==> config.mk <==
export PLATFORM = sky130hd
export DESIGN_NAME = uart_iid
export DESIGN_NICKNAME = d
export VERILOG_FILES = /design/src/rtl/uart_iid_pkg.sv /design/src/rtl/uart_iid_state.sv /design/src/rtl/uart_iid_prio.sv /design/src/rtl/uart_iid.sv
export SDC_FILE = /design/constraint.sdc
export NUM_CORES = 1
export LEC_CHECK = 0
export BUFFER_PORTS_ARGS = -buffer_cell sky130_fd_sc_hd__buf_4
export CELL_PAD_IN_SITES_DETAIL_PLACEMENT = 0
export CELL_PAD_IN_SITES_GLOBAL_PLACEMENT = 2
export CORE_AREA = 2 2 60 62
export DETAILED_ROUTE_END_ITERATION = 8
export DIE_AREA = 0 0 62 64
export PLACE_DENSITY = 0.82
export SETUP_SLACK_MARGIN = 0.02
export SLEW_MARGIN = 15
export SYNTH_ARGS = -nofsm -noshare
export SYNTH_HDL_FRONTEND = slang
export SYNTH_SLANG_ARGS = --single-unit
==> constraint.sdc <==
create_clock -name clk_i -period 3.6 [get_ports clk_i]
set_input_delay 0.36 -clock clk_i [delete_from_list [all_inputs] [get_ports clk_i]]
set_output_delay 0.36 -clock clk_i [all_outputs]
set_load 0.005 [all_outputs]
==> src/rtl/uart_iid_pkg.sv <==
package uart_iid_pkg;

    typedef enum logic [3:0] {
        IID_MODEM   = 4'h0,
        IID_NONE    = 4'h1,
        IID_THRE    = 4'h2,
        IID_RXDATA  = 4'h4,
        IID_LINE    = 4'h6,
        IID_TIMEOUT = 4'hC
    } iid_code_e;

    // Source slots, lowest index has highest priority
    localparam int NUM_SRC  = 5;
    localparam int SRC_LINE = 0;
    localparam int SRC_TMO  = 1;
    localparam int SRC_RXD  = 2;
    localparam int SRC_THR  = 3;
    localparam int SRC_MDM  = 4;

    function automatic iid_code_e src_code(input int idx);
        case (idx)
            SRC_LINE: return IID_LINE;
            SRC_TMO:  return IID_TIMEOUT;
            SRC_RXD:  return IID_RXDATA;
            SRC_THR:  return IID_THRE;
            SRC_MDM:  return IID_MODEM;
            default:  return IID_NONE;
        endcase
    endfunction

    typedef struct packed {
        logic [3:0] ier;
        logic       thr_pend;
        logic       ovr;
        logic       brk;
    } iid_state_t;

    typedef struct packed {
        logic [7:0] iir;
        logic       irq;
    } iid_out_t;

endpackage

==> src/rtl/uart_iid_state.sv <==
module uart_iid_state
    import uart_iid_pkg::*;
(
    input  logic       clk_i,
    input  logic       rst_ni,
    input  logic       ier_wr_i,
    input  logic [3:0] ier_data_i,
    input  logic       iir_rd_i,
    input  logic       iir_is_thre_i,
    input  logic       thr_wr_i,
    input  logic       tx_empty_i,
    input  logic       thre_i,
    input  logic       lsr_rd_i,
    input  logic       ovr_set_i,
    input  logic       brk_set_i,
    output iid_state_t state_d_o,
    output iid_state_t state_q_o
);

    iid_state_t st_d, st_q;

    always_comb begin
        st_d = st_q;
        // identification read acknowledges the holding-empty source
        if (iir_rd_i && iir_is_thre_i) begin
            st_d.thr_pend = 1'b0;
        end
        if (ier_wr_i) begin
            if (ier_data_i[1] && !st_q.ier[1] && thre_i) begin
                st_d.thr_pend = 1'b1;
            end else if (!ier_data_i[1]) begin
                st_d.thr_pend = 1'b0;
            end
            st_d.ier = ier_data_i;
        end
        if (tx_empty_i) begin
            st_d.thr_pend = 1'b1;
        end
        if (thr_wr_i) begin
            st_d.thr_pend = 1'b0;
        end
        if (lsr_rd_i) begin
            st_d.ovr = 1'b0;
            st_d.brk = 1'b0;
        end
        if (ovr_set_i) begin
            st_d.ovr = 1'b1;
        end
        if (brk_set_i) begin
            st_d.brk = 1'b1;
        end
    end

    always_ff @(posedge clk_i or negedge rst_ni) begin
        if (!rst_ni) begin
            st_q <= '0;
        end else begin
            st_q <= st_d;
        end
    end

    assign state_d_o = st_d;
    assign state_q_o = st_q;

    assert_thr_wr_clears_R9: assert property (@(posedge clk_i) disable iff (!rst_ni)
        thr_wr_i |=> !st_q.thr_pend);

    assert_ier_off_clears_R8: assert property (@(posedge clk_i) disable iff (!rst_ni)
        (ier_wr_i && !ier_data_i[1] && !tx_empty_i) |=> !st_q.thr_pend);

    assert_lsr_rd_clears_R10: assert property (@(posedge clk_i) disable iff (!rst_ni)
        (lsr_rd_i && !ovr_set_i && !brk_set_i) |=> (!st_q.ovr && !st_q.brk));

endmodule

==> src/rtl/uart_iid_prio.sv <==
module uart_iid_prio
    import uart_iid_pkg::*;
#(
    parameter int CNT_W = 5
) (
    input  logic [3:0]       ier_i,
    input  logic             thr_pend_i,
    input  logic             line_any_i,
    input  logic             timeout_i,
    input  logic             rx_ready_i,
    input  logic             fifo_en_i,
    input  logic [CNT_W-1:0] rx_count_i,
    input  logic [CNT_W-1:0] rx_trig_i,
    input  logic             modem_any_i,
    output iid_code_e        code_o
);

    logic [NUM_SRC-1:0] req;
    logic               rx_level_ok;

    assign rx_level_ok = !fifo_en_i || (rx_count_i >= rx_trig_i);

    always_comb begin
        req           = '0;
        req[SRC_LINE] = ier_i[2] && line_any_i;
        req[SRC_TMO]  = ier_i[0] && timeout_i;
        req[SRC_RXD]  = ier_i[0] && rx_ready_i && rx_level_ok;
        req[SRC_THR]  = ier_i[1] && thr_pend_i;
        req[SRC_MDM]  = ier_i[3] && modem_any_i;
    end

    // walk from lowest priority upward so the highest active slot wins
    always_comb begin
        code_o = IID_NONE;
        for (int i = NUM_SRC - 1; i >= 0; i--) begin
            if (req[i]) begin
                code_o = src_code(i);
            end
        end
    end

endmodule

==> src/rtl/uart_iid.sv <==
module uart_iid
    import uart_iid_pkg::*;
#(
    parameter int CNT_W = 5
) (
    input  logic             clk_i,
    input  logic             rst_ni,
    input  logic             ier_wr_i,
    input  logic [3:0]       ier_data_i,
    input  logic             iir_rd_i,
    input  logic             thr_wr_i,
    input  logic             lsr_rd_i,
    input  logic             tx_empty_i,
    input  logic             thre_i,
    input  logic             ovr_set_i,
    input  logic             brk_set_i,
    input  logic             parity_err_i,
    input  logic             frame_err_i,
    input  logic             rx_ready_i,
    input  logic             fifo_en_i,
    input  logic [CNT_W-1:0] rx_count_i,
    input  logic [CNT_W-1:0] rx_trig_i,
    input  logic             char_tmo_i,
    input  logic [3:0]       modem_delta_i,
    output logic [3:0]       ier_o,
    output logic [3:0]       line_err_o,
    output logic [7:0]       iir_o,
    output logic             irq_o
);

    localparam logic [3:0] RSVD_BITS = 4'b0000;

    iid_state_t st_d, st_q;
    iid_out_t   out_d, out_q;
    iid_code_e  code;
    logic [3:0] err_d;

    uart_iid_state u_state (
        .clk_i         (clk_i),
        .rst_ni        (rst_ni),
        .ier_wr_i      (ier_wr_i),
        .ier_data_i    (ier_data_i),
        .iir_rd_i      (iir_rd_i),
        .iir_is_thre_i (out_q.iir[3:0] == IID_THRE),
        .thr_wr_i      (thr_wr_i),
        .tx_empty_i    (tx_empty_i),
        .thre_i        (thre_i),
        .lsr_rd_i      (lsr_rd_i),
        .ovr_set_i     (ovr_set_i),
        .brk_set_i     (brk_set_i),
        .state_d_o     (st_d),
        .state_q_o     (st_q)
    );

    assign err_d = {st_d.brk, frame_err_i, parity_err_i, st_d.ovr};

    uart_iid_prio #(.CNT_W(CNT_W)) u_prio (
        .ier_i       (st_d.ier),
        .thr_pend_i  (st_d.thr_pend),
        .line_any_i  (|err_d),
        .timeout_i   (char_tmo_i),
        .rx_ready_i  (rx_ready_i),
        .fifo_en_i   (fifo_en_i),
        .rx_count_i  (rx_count_i),
        .rx_trig_i   (rx_trig_i),
        .modem_any_i (|modem_delta_i),
        .code_o      (code)
    );

    always_comb begin
        out_d.iir = {{2{fifo_en_i}}, RSVD_BITS[1:0], code};
        out_d.irq = (code != IID_NONE);
    end

    always_ff @(posedge clk_i or negedge rst_ni) begin
        if (!rst_ni) begin
            out_q <= '{iir: {4'h0, IID_NONE}, irq: 1'b0};
        end else begin
            out_q <= out_d;
        end
    end

    assign ier_o      = st_q.ier;
    assign line_err_o = {st_q.brk, frame_err_i, parity_err_i, st_q.ovr};
    assign iir_o      = out_q.iir;
    assign irq_o      = out_q.irq;

    assert_fifo_bits_R4: assert property (@(posedge clk_i) disable iff (!rst_ni)
        fifo_en_i |=> (iir_o[7:6] == 2'b11));

    assert_tmo_gated_R6: assert property (@(posedge clk_i) disable iff (!rst_ni)
        (iir_o[3:0] == 4'hC) |-> ier_o[0]);

    assert_modem_gated_R2: assert property (@(posedge clk_i) disable iff (!rst_ni)
        (iir_o[3:0] == 4'h0) |-> ier_o[3]);

    assert_irq_code_R11: assert property (@(posedge clk_i) disable iff (!rst_ni)
        irq_o == (iir_o[3:0] != 4'h1));

endmodule

==> summary.md, run 1 <==
| Metric | Value |
|---|---|
| Status | finished, final reports clean |
| Critical path arrival | 1750 ps |
| Floorplan Core Area | between 3000 and 4000 um2 |
| Initial antenna violation count | 0 |
| Cts repair resizes | 0 |
| # Post-CTS Setup Buffers | 0 |
| Root buffer cell | clkbuf_4 |
| Final Critical Period | roughly 1600 ps |
| Max clock buf depth | 2 |
| HP Class | primary input to flip-flop |
| Post-synthesis simple-gate area fraction | 0.0878 |
| Remaining DRCs | 0 |
| Via count | 652 |
| First-pass GRT wire length | 2440 um |
| Post-Syn Area | 769 um2 |
| PortBufs | 47 |
| Detailed placement HPWL | between 1000 and 1500 um |
| Largest net degree at the start of global routing | 14 |
| Gr usage total | 0.0820 |
| Power per cell area | between 300 and 400 nW/um2 |
| Layout cells sized above 1 | 0.518 |
| Die area | 3970 um2 |
| Max stage delay on crit path | 430 ps |
| Row count | 21 |
| CP max-delay cell | a2111o_1 |
| Total gr overflow | 0 |
| Final GP Congestion | just under 0.7 |
| Clk_skew | about 7.5 ps |
| CTS tree | done |
| Multi-input logic area | between 300 and 400 um2 |
| Skew-Pair Late Insertion Delay | about 270 ps |
| Filler Cell Count | 361 |
| H-Tree Depth | 1 |
| Post-Route WL | 1670 um |
| Critical Path RT | 3760 ps |
| Final critical-path share of the clock period | 0.442 |
| Area growth, synth to finish | 46.5% |
| Iter 0 DRT Violations | 12 |
| Dominant cells by area after synthesis | dfrtp_1 39%, buf_4 11%, ha_1 8.1% |
| Final Hold Fails | 0 |
| Vias in the first global route | roughly 650 |
| Initial Util | 0.234 |
| Worst-path clk slew | 80 ps |
| Top-area cell type share of the netlist area | 0.390 |
| Delay-heaviest family, CP | compound AO/OA/AOI/OAI gates |
| Reg area | ~330 um2 |
| Avg Cell Area, Syn | 10.5 um2 |
| Post-synthesis register bit count | 13 |
| Adder-cell share of the synthesized area | 0.0813 |
| XOR/XNOR Fraction of Synth Area | 0 |
| Drt wl/cell | around 10 um |
| WP buf/inv | 1 |
| Mux share of post-synthesis cell area | 0.0423 |
| Max frequency | 628 MHz |
| Hold Slack | 200 ps |
| Final max-slew violation count | 0 |
| Vias per cell | between 4 and 5 |
| TNS Setup | 0 ps |
| CP max FO | 4 |
| Critical path launch point type | primary input |
| LEAKAGE | approximately 0.58 nW |
| CP Class | primary input to flip-flop |
| Critical Path End Type | flip-flop |
| Post-synthesis cell count | between 70 and 80 |
| Clk sinks | 13 |
| Die Wd | 62 um |
| Maximum capacitance violations | 0 |
| Post-synthesis sequential area ratio | 0.424 |
| CTS Buf Count | 3 |
| Synth warn | 0 |
| Crit-path cells | buf_4 > ha_1 > a21oi_2 > o21ai_1 > a221o_1 > a2111o_1 |
| Hold_buf cts | 1 |
| Die H | 64 um |
| Worst ir drop on vdd | between 0.08 and 0.09 mV |
| Core Util, Final | 0.343 |
| Number of library cell types mapped by synthesis | 30 |
| RSZ-0062 raised after global routing | no |
| Final WS setup | around 2000 ps |
| TritonRoute pass-1 iters | 4 |
| Pwr Total | approximately 0.35 mW |
| Compound-Gate Fraction of Synth Area | 0.189 |
| # setup viols final | 0 |
| Ant diodes | 0 |
| Final nets | 153 |
| Largest family of logic cells by synthesized area | compound AO/OA/AOI/OAI gates |
| Synth area leader | dfrtp_1 |
| Setup WS pre-CTS | ~1700 ps |
| Io pins | 50 |
| DRT antenna net count | 0 |
-- metal layers --
metal,up-vias,GRT usage,part of all wire
li1,325,-,-
met4,0,0.0399,0.0024
met5,-,0,0
met1,292,0.0877,0.40
met2,33,0.145,0.50
met3,2,0.0182,0.095
-- placed cells by master, fill, tap and decap left out, drive strengths merged --
cell type | netlist | final
dlygate4sd3 | 0 | 1
nor4 | 1 | 1
clkinv | 0 | 1
mux2 | 2 | 2
nand3b | 1 | 1
a221o | 1 | 1
buf | 12 | 47
nor2 | 2 | 2
o41a | 1 | 1
a21o | 3 | 3
ha | 5 | 5
o21ai | 1 | 1
mux2i | 1 | 1
clkbuf | 0 | 3
nand4bb | 1 | 1
nor2b | 1 | 1
dfstp | 1 | 1
o21bai | 1 | 1
and3 | 1 | 1
a2111oi | 1 | 1
inv | 10 | 10
a2bb2oi | 1 | 1
dfrtp | 12 | 12
a41oi | 1 | 1
conb | 1 | 2
a21oi | 3 | 3
o221ai | 1 | 1
a221oi | 1 | 1
a2111o | 1 | 1
nand2 | 6 | 6
-- flip-flops by register name, indices dropped and copies added (netlist names) --
name	count
u_state.state_q_o	7
iir_o	5
irq_o	1
-- final timing paths --
check / startpoint / endpoint / slack (ps) / cells after the start
max in group asynchronous: rst_ni / iir_o[0]$_DFF_PN1_ / 2890 / 2
min: fifo_en_i / iir_o[6]$_DFF_PN0_ / 200 / 1
max reg2reg: iir_o[2]$_DFF_PN0_ / irq_o$_DFF_PN0_ / 2150 / 4
max: rx_count_i[2] / irq_o$_DFF_PN0_ / 2010 / 6
min reg2reg: u_state.state_q_o[1]$_DFF_PN0_ / u_state.state_q_o[1]$_DFF_PN0_ / 510 / 1
min in group asynchronous: rst_ni / u_state.state_q_o[0]$_DFF_PN0_ / 470 / 2
-- layout make-up --
class / instances / area share
Timing Repair Buffer: 48 / 0.322
Sequential cell: 13 / 0.290
Multi-Input combinational cell: 39 / 0.280
Tap cell: 46 / 0.0511
Inverter: 10 / 0.0333
Clock buffer: 3 / 0.0200
Clock inverter: 1 / 0.00444
-- where the power goes --
group	switching (mW)	leakage (nW)	internal, mW
logic	0.0381	0.414	0.0594
clock network	0.0454	0.0177	0.0411
registers	0.00738	0.149	0.160
-- through the flow --
stage / cells / area, um2
floorplan: 74 / 773
global placement: 155 / 1090
detailed placement: 155 / 1090
CTS: 160 / 1130
global route: 160 / 1130
finish: 160 / 1130
-- cells in the mapped netlist --
cell	number
dfrtp_1	12
buf_4	11
inv_1	10
nand2_1	6
ha_1	5
a21o_1	2
a21oi_1	2
mux2_2	2
nor2_1	2
a2111o_1	1
a2111oi_2	1
a21o_2	1
a21oi_2	1
a221o_1	1
a221oi_2	1
a2bb2oi_1	1
a41oi_1	1
and3_1	1
buf_6	1
conb_1	1
dfstp_2	1
mux2i_1	1
nand3b_1	1
nand4bb_1	1
nor2b_1	1
nor4_1	1
o21ai_1	1
o21bai_1	1
o221ai_1	1
o41a_2	1
-- kinds of logic (layout without fill, tap and decap cells) --
group | after synthesis | count (layout)
simple gates | 13 | 13
mux | 3 | 3
other cells | 1 | 2
buf+inv | 22 | 62
fa+ha+maj | 5 | 5
compound gates | 16 | 16
flops | 13 | 13
No activity file was read; power rests on OpenSTA's default activity.
==> run 2, diff against run 1 <==
Settings changed: CORE_AREA 2 2 60 62 to 2 2 63 65, DIE_AREA 0 0 62 64 to 0 0 65 67, PLACE_DENSITY 0.82 to 0.75.
Clock period 3.6 ns to 1.5 ns, I/O delays scaled along.
==> run 2 against run 1 <==
Clock-buffer cell count grew 1. Sequential power up 140%. First-iteration DRC count rose by 33%. Combinational power is 150% higher. Worst setup slack got worse by 1900 ps. Non-clock buffer count up 1. Critical path type is now flip-flop to flip-flop. Critical endpoint unchanged. Largest cell class unchanged.
==> summary.md, run 2 (synthesis gave the netlist of run 1 again) <==
| Metric | Value |
|---|---|
| Max clock buf depth | 2 |
| # setup viols final | 0 |
| Iter 0 DRT Violations | 16 |
| Detailed placement HPWL | between 1000 and 1500 um |
| CTS tree | done |
| Clk_skew | ~0.45 ps |
| Root buffer cell | clkbuf_8 |
| Number of flip-flops in the largest register | 7 |
| Max frequency | 712 MHz |
| First-pass GRT wire length | ~2800 um |
| WHS Path Cells | 1 |
| Gr usage total | 0.0832 |
| Initial Util | 0.213 |
| Power per cell area | between 800 and 900 nW/um2 |
| Critical path launch point type | flip-flop |
| H-Tree Depth | 1 |
| R2R depth | 4 |
| Critical path arrival | between 1500 and 2000 ps |
| Remaining DRCs | 0 |
| Initial antenna violation count | 0 |
| Hold Slack | around 33 ps |
| Via count | 644 |
| Total gr overflow | 0 |
| Floorplan Core Area | between 3000 and 4000 um2 |
| Critical Path RT | about 1600 ps |
| TritonRoute pass-1 iters | 3 |
| Crit Reg-Reg Startpoint | iir_o[2]$_DFF_PN0_ |
| Die Wd | ~65 um |
| Final Critical Period | roughly 1400 ps |
| Commonest non-fill, non-tap cells in the layout | 48 x buf_4, 12 x dfrtp_1, 10 x inv_1 |
| Die H | 67 um |
| DRT antenna net count | 0 |
| RSZ-0062 raised after global routing | yes |
| Final max-slew violation count | 0 |
| Die area | roughly 4400 um2 |
| Post-Route WL | about 1700 um |
| HP Start | fifo_en_i |
| Worst-path clk slew | about 50 ps |
| Layout cells sized above 1 | 0.522 |
| Final critical-path share of the clock period | 0.936 |
| Io pins | 50 |
| Filler Cell Count | 386 |
| Final GP Congestion | 0.637 |
| PortBufs | 47 |
| Vias in the first global route | 653 |
| Commonest non-fill, non-tap cell in the layout | buf_4 |
| CP max FO | 3 |
| LEAKAGE | 0.591 nW |
| Drt wl/cell | about 10 um |
| Final Hold Fails | 0 |
| Dpl cell area | ~1100 um2 |
| Worst-Margin Slew | between 500 and 600 ps |
| Final nets | ~150 |
| Pwr Total | 0.939 mW |
| CP Class | flip-flop to flip-flop |
| Vias per cell | a little under 4 |
| Maximum capacitance violations | 0 |
| Core Util, Final | 0.322 |
| Ant diodes | 0 |
| Row count | 22 |
| Worst R2R End | irq_o$_DFF_PN0_ |
| Max-slew headroom at the worst pin | 0.664 |
| Hold Crit Endpoint | iir_o[6]$_DFF_PN0_ |
| Worst ir drop on vdd | ~0.23 mV |
| Status | finished, final reports clean |
| Finished Cell Area | 1160 um2 |
| Clk sinks | 13 |
| Worst reg2reg setup slack | 100 ps |
| Area growth, synth to finish | 50.9% |
| Largest net degree at the start of global routing | 14 |
| Skew-Pair Late Insertion Delay | roughly 230 ps |
| HP Class | primary input to flip-flop |
| CTS Buf Count | 3 |
| Critical Path End Type | flip-flop |
## run 2: report_power, final
group	switching, mW	internal (mW)	total, mW
logic	0.0932	0.146	0.239
registers	0.0184	0.386	0.404
clock network	0.109	0.186	0.296
## run 2: layout make-up
| cell class | instances | area [um2] | area share |
|---|---|---|---|
| clock buffer | 4 | 45.0 | 0.0388 |
| inverter | 10 | 37.5 | 0.0323 |
| multi-input combinational | 39 | 322 | 0.277 |
| sequential | 13 | 327 | 0.281 |
| tap | 48 | 60.1 | 0.0517 |
| timing repair buffer | 49 | 370 | 0.319 |
## run 2: routing by layer
metal	global-route usage	wire length, um
met1	0.0842	639
met2	0.152	851
met3	0.0287	191
met4	0.0399	4
met5	0	0
## run 2: repair_timing
item                                    in CTS  in global routing
buffers inserted                             0                  0
cloned                                       0                  0
hold buffers                                 1                  0
hold endpoints to repair                    13                  0
resized for setup                            1                  0
endpoints found under the setup margin       2                  2
## run 2: worst max path at each step
stage,endpoint,cells past startpoint,slack (ps),start
2_1_floorplan,irq_o$_DFF_PN0_,6,20,rx_trig_i[2]
3_3_place_gp,irq_o$_DFF_PN0_,6,-110,rx_count_i[2]
3_5_place_dp,iir_o[0]$_DFF_PN1_,6,-180,rx_count_i[2]
4_1_cts,iir_o[0]$_DFF_PN1_,4,70,iir_o[3]$_DFF_PN0_
5_1_grt,iir_o[0]$_DFF_PN1_,4,10,iir_o[2]$_DFF_PN0_
6_report,irq_o$_DFF_PN0_,4,100,iir_o[2]$_DFF_PN0_
## run 2: per-stage QoR
stage                     std cells  TNS [ps]  worst slack [ps]
after floorplan                  74         0              24.9
after global placement          158      -296              -109
after detailed placement        158      -420              -179
after CTS                       163         0              68.1
after global routing            163         0              13.4
final                           163         0              96.1
## run 2: worst max-delay path, stage by stage, from the launching register on
cell and delay (ps):
dfrtp_1 380, nand4bb_1 210, o221ai_2 190, a221oi_2 120
a2111o_1 390
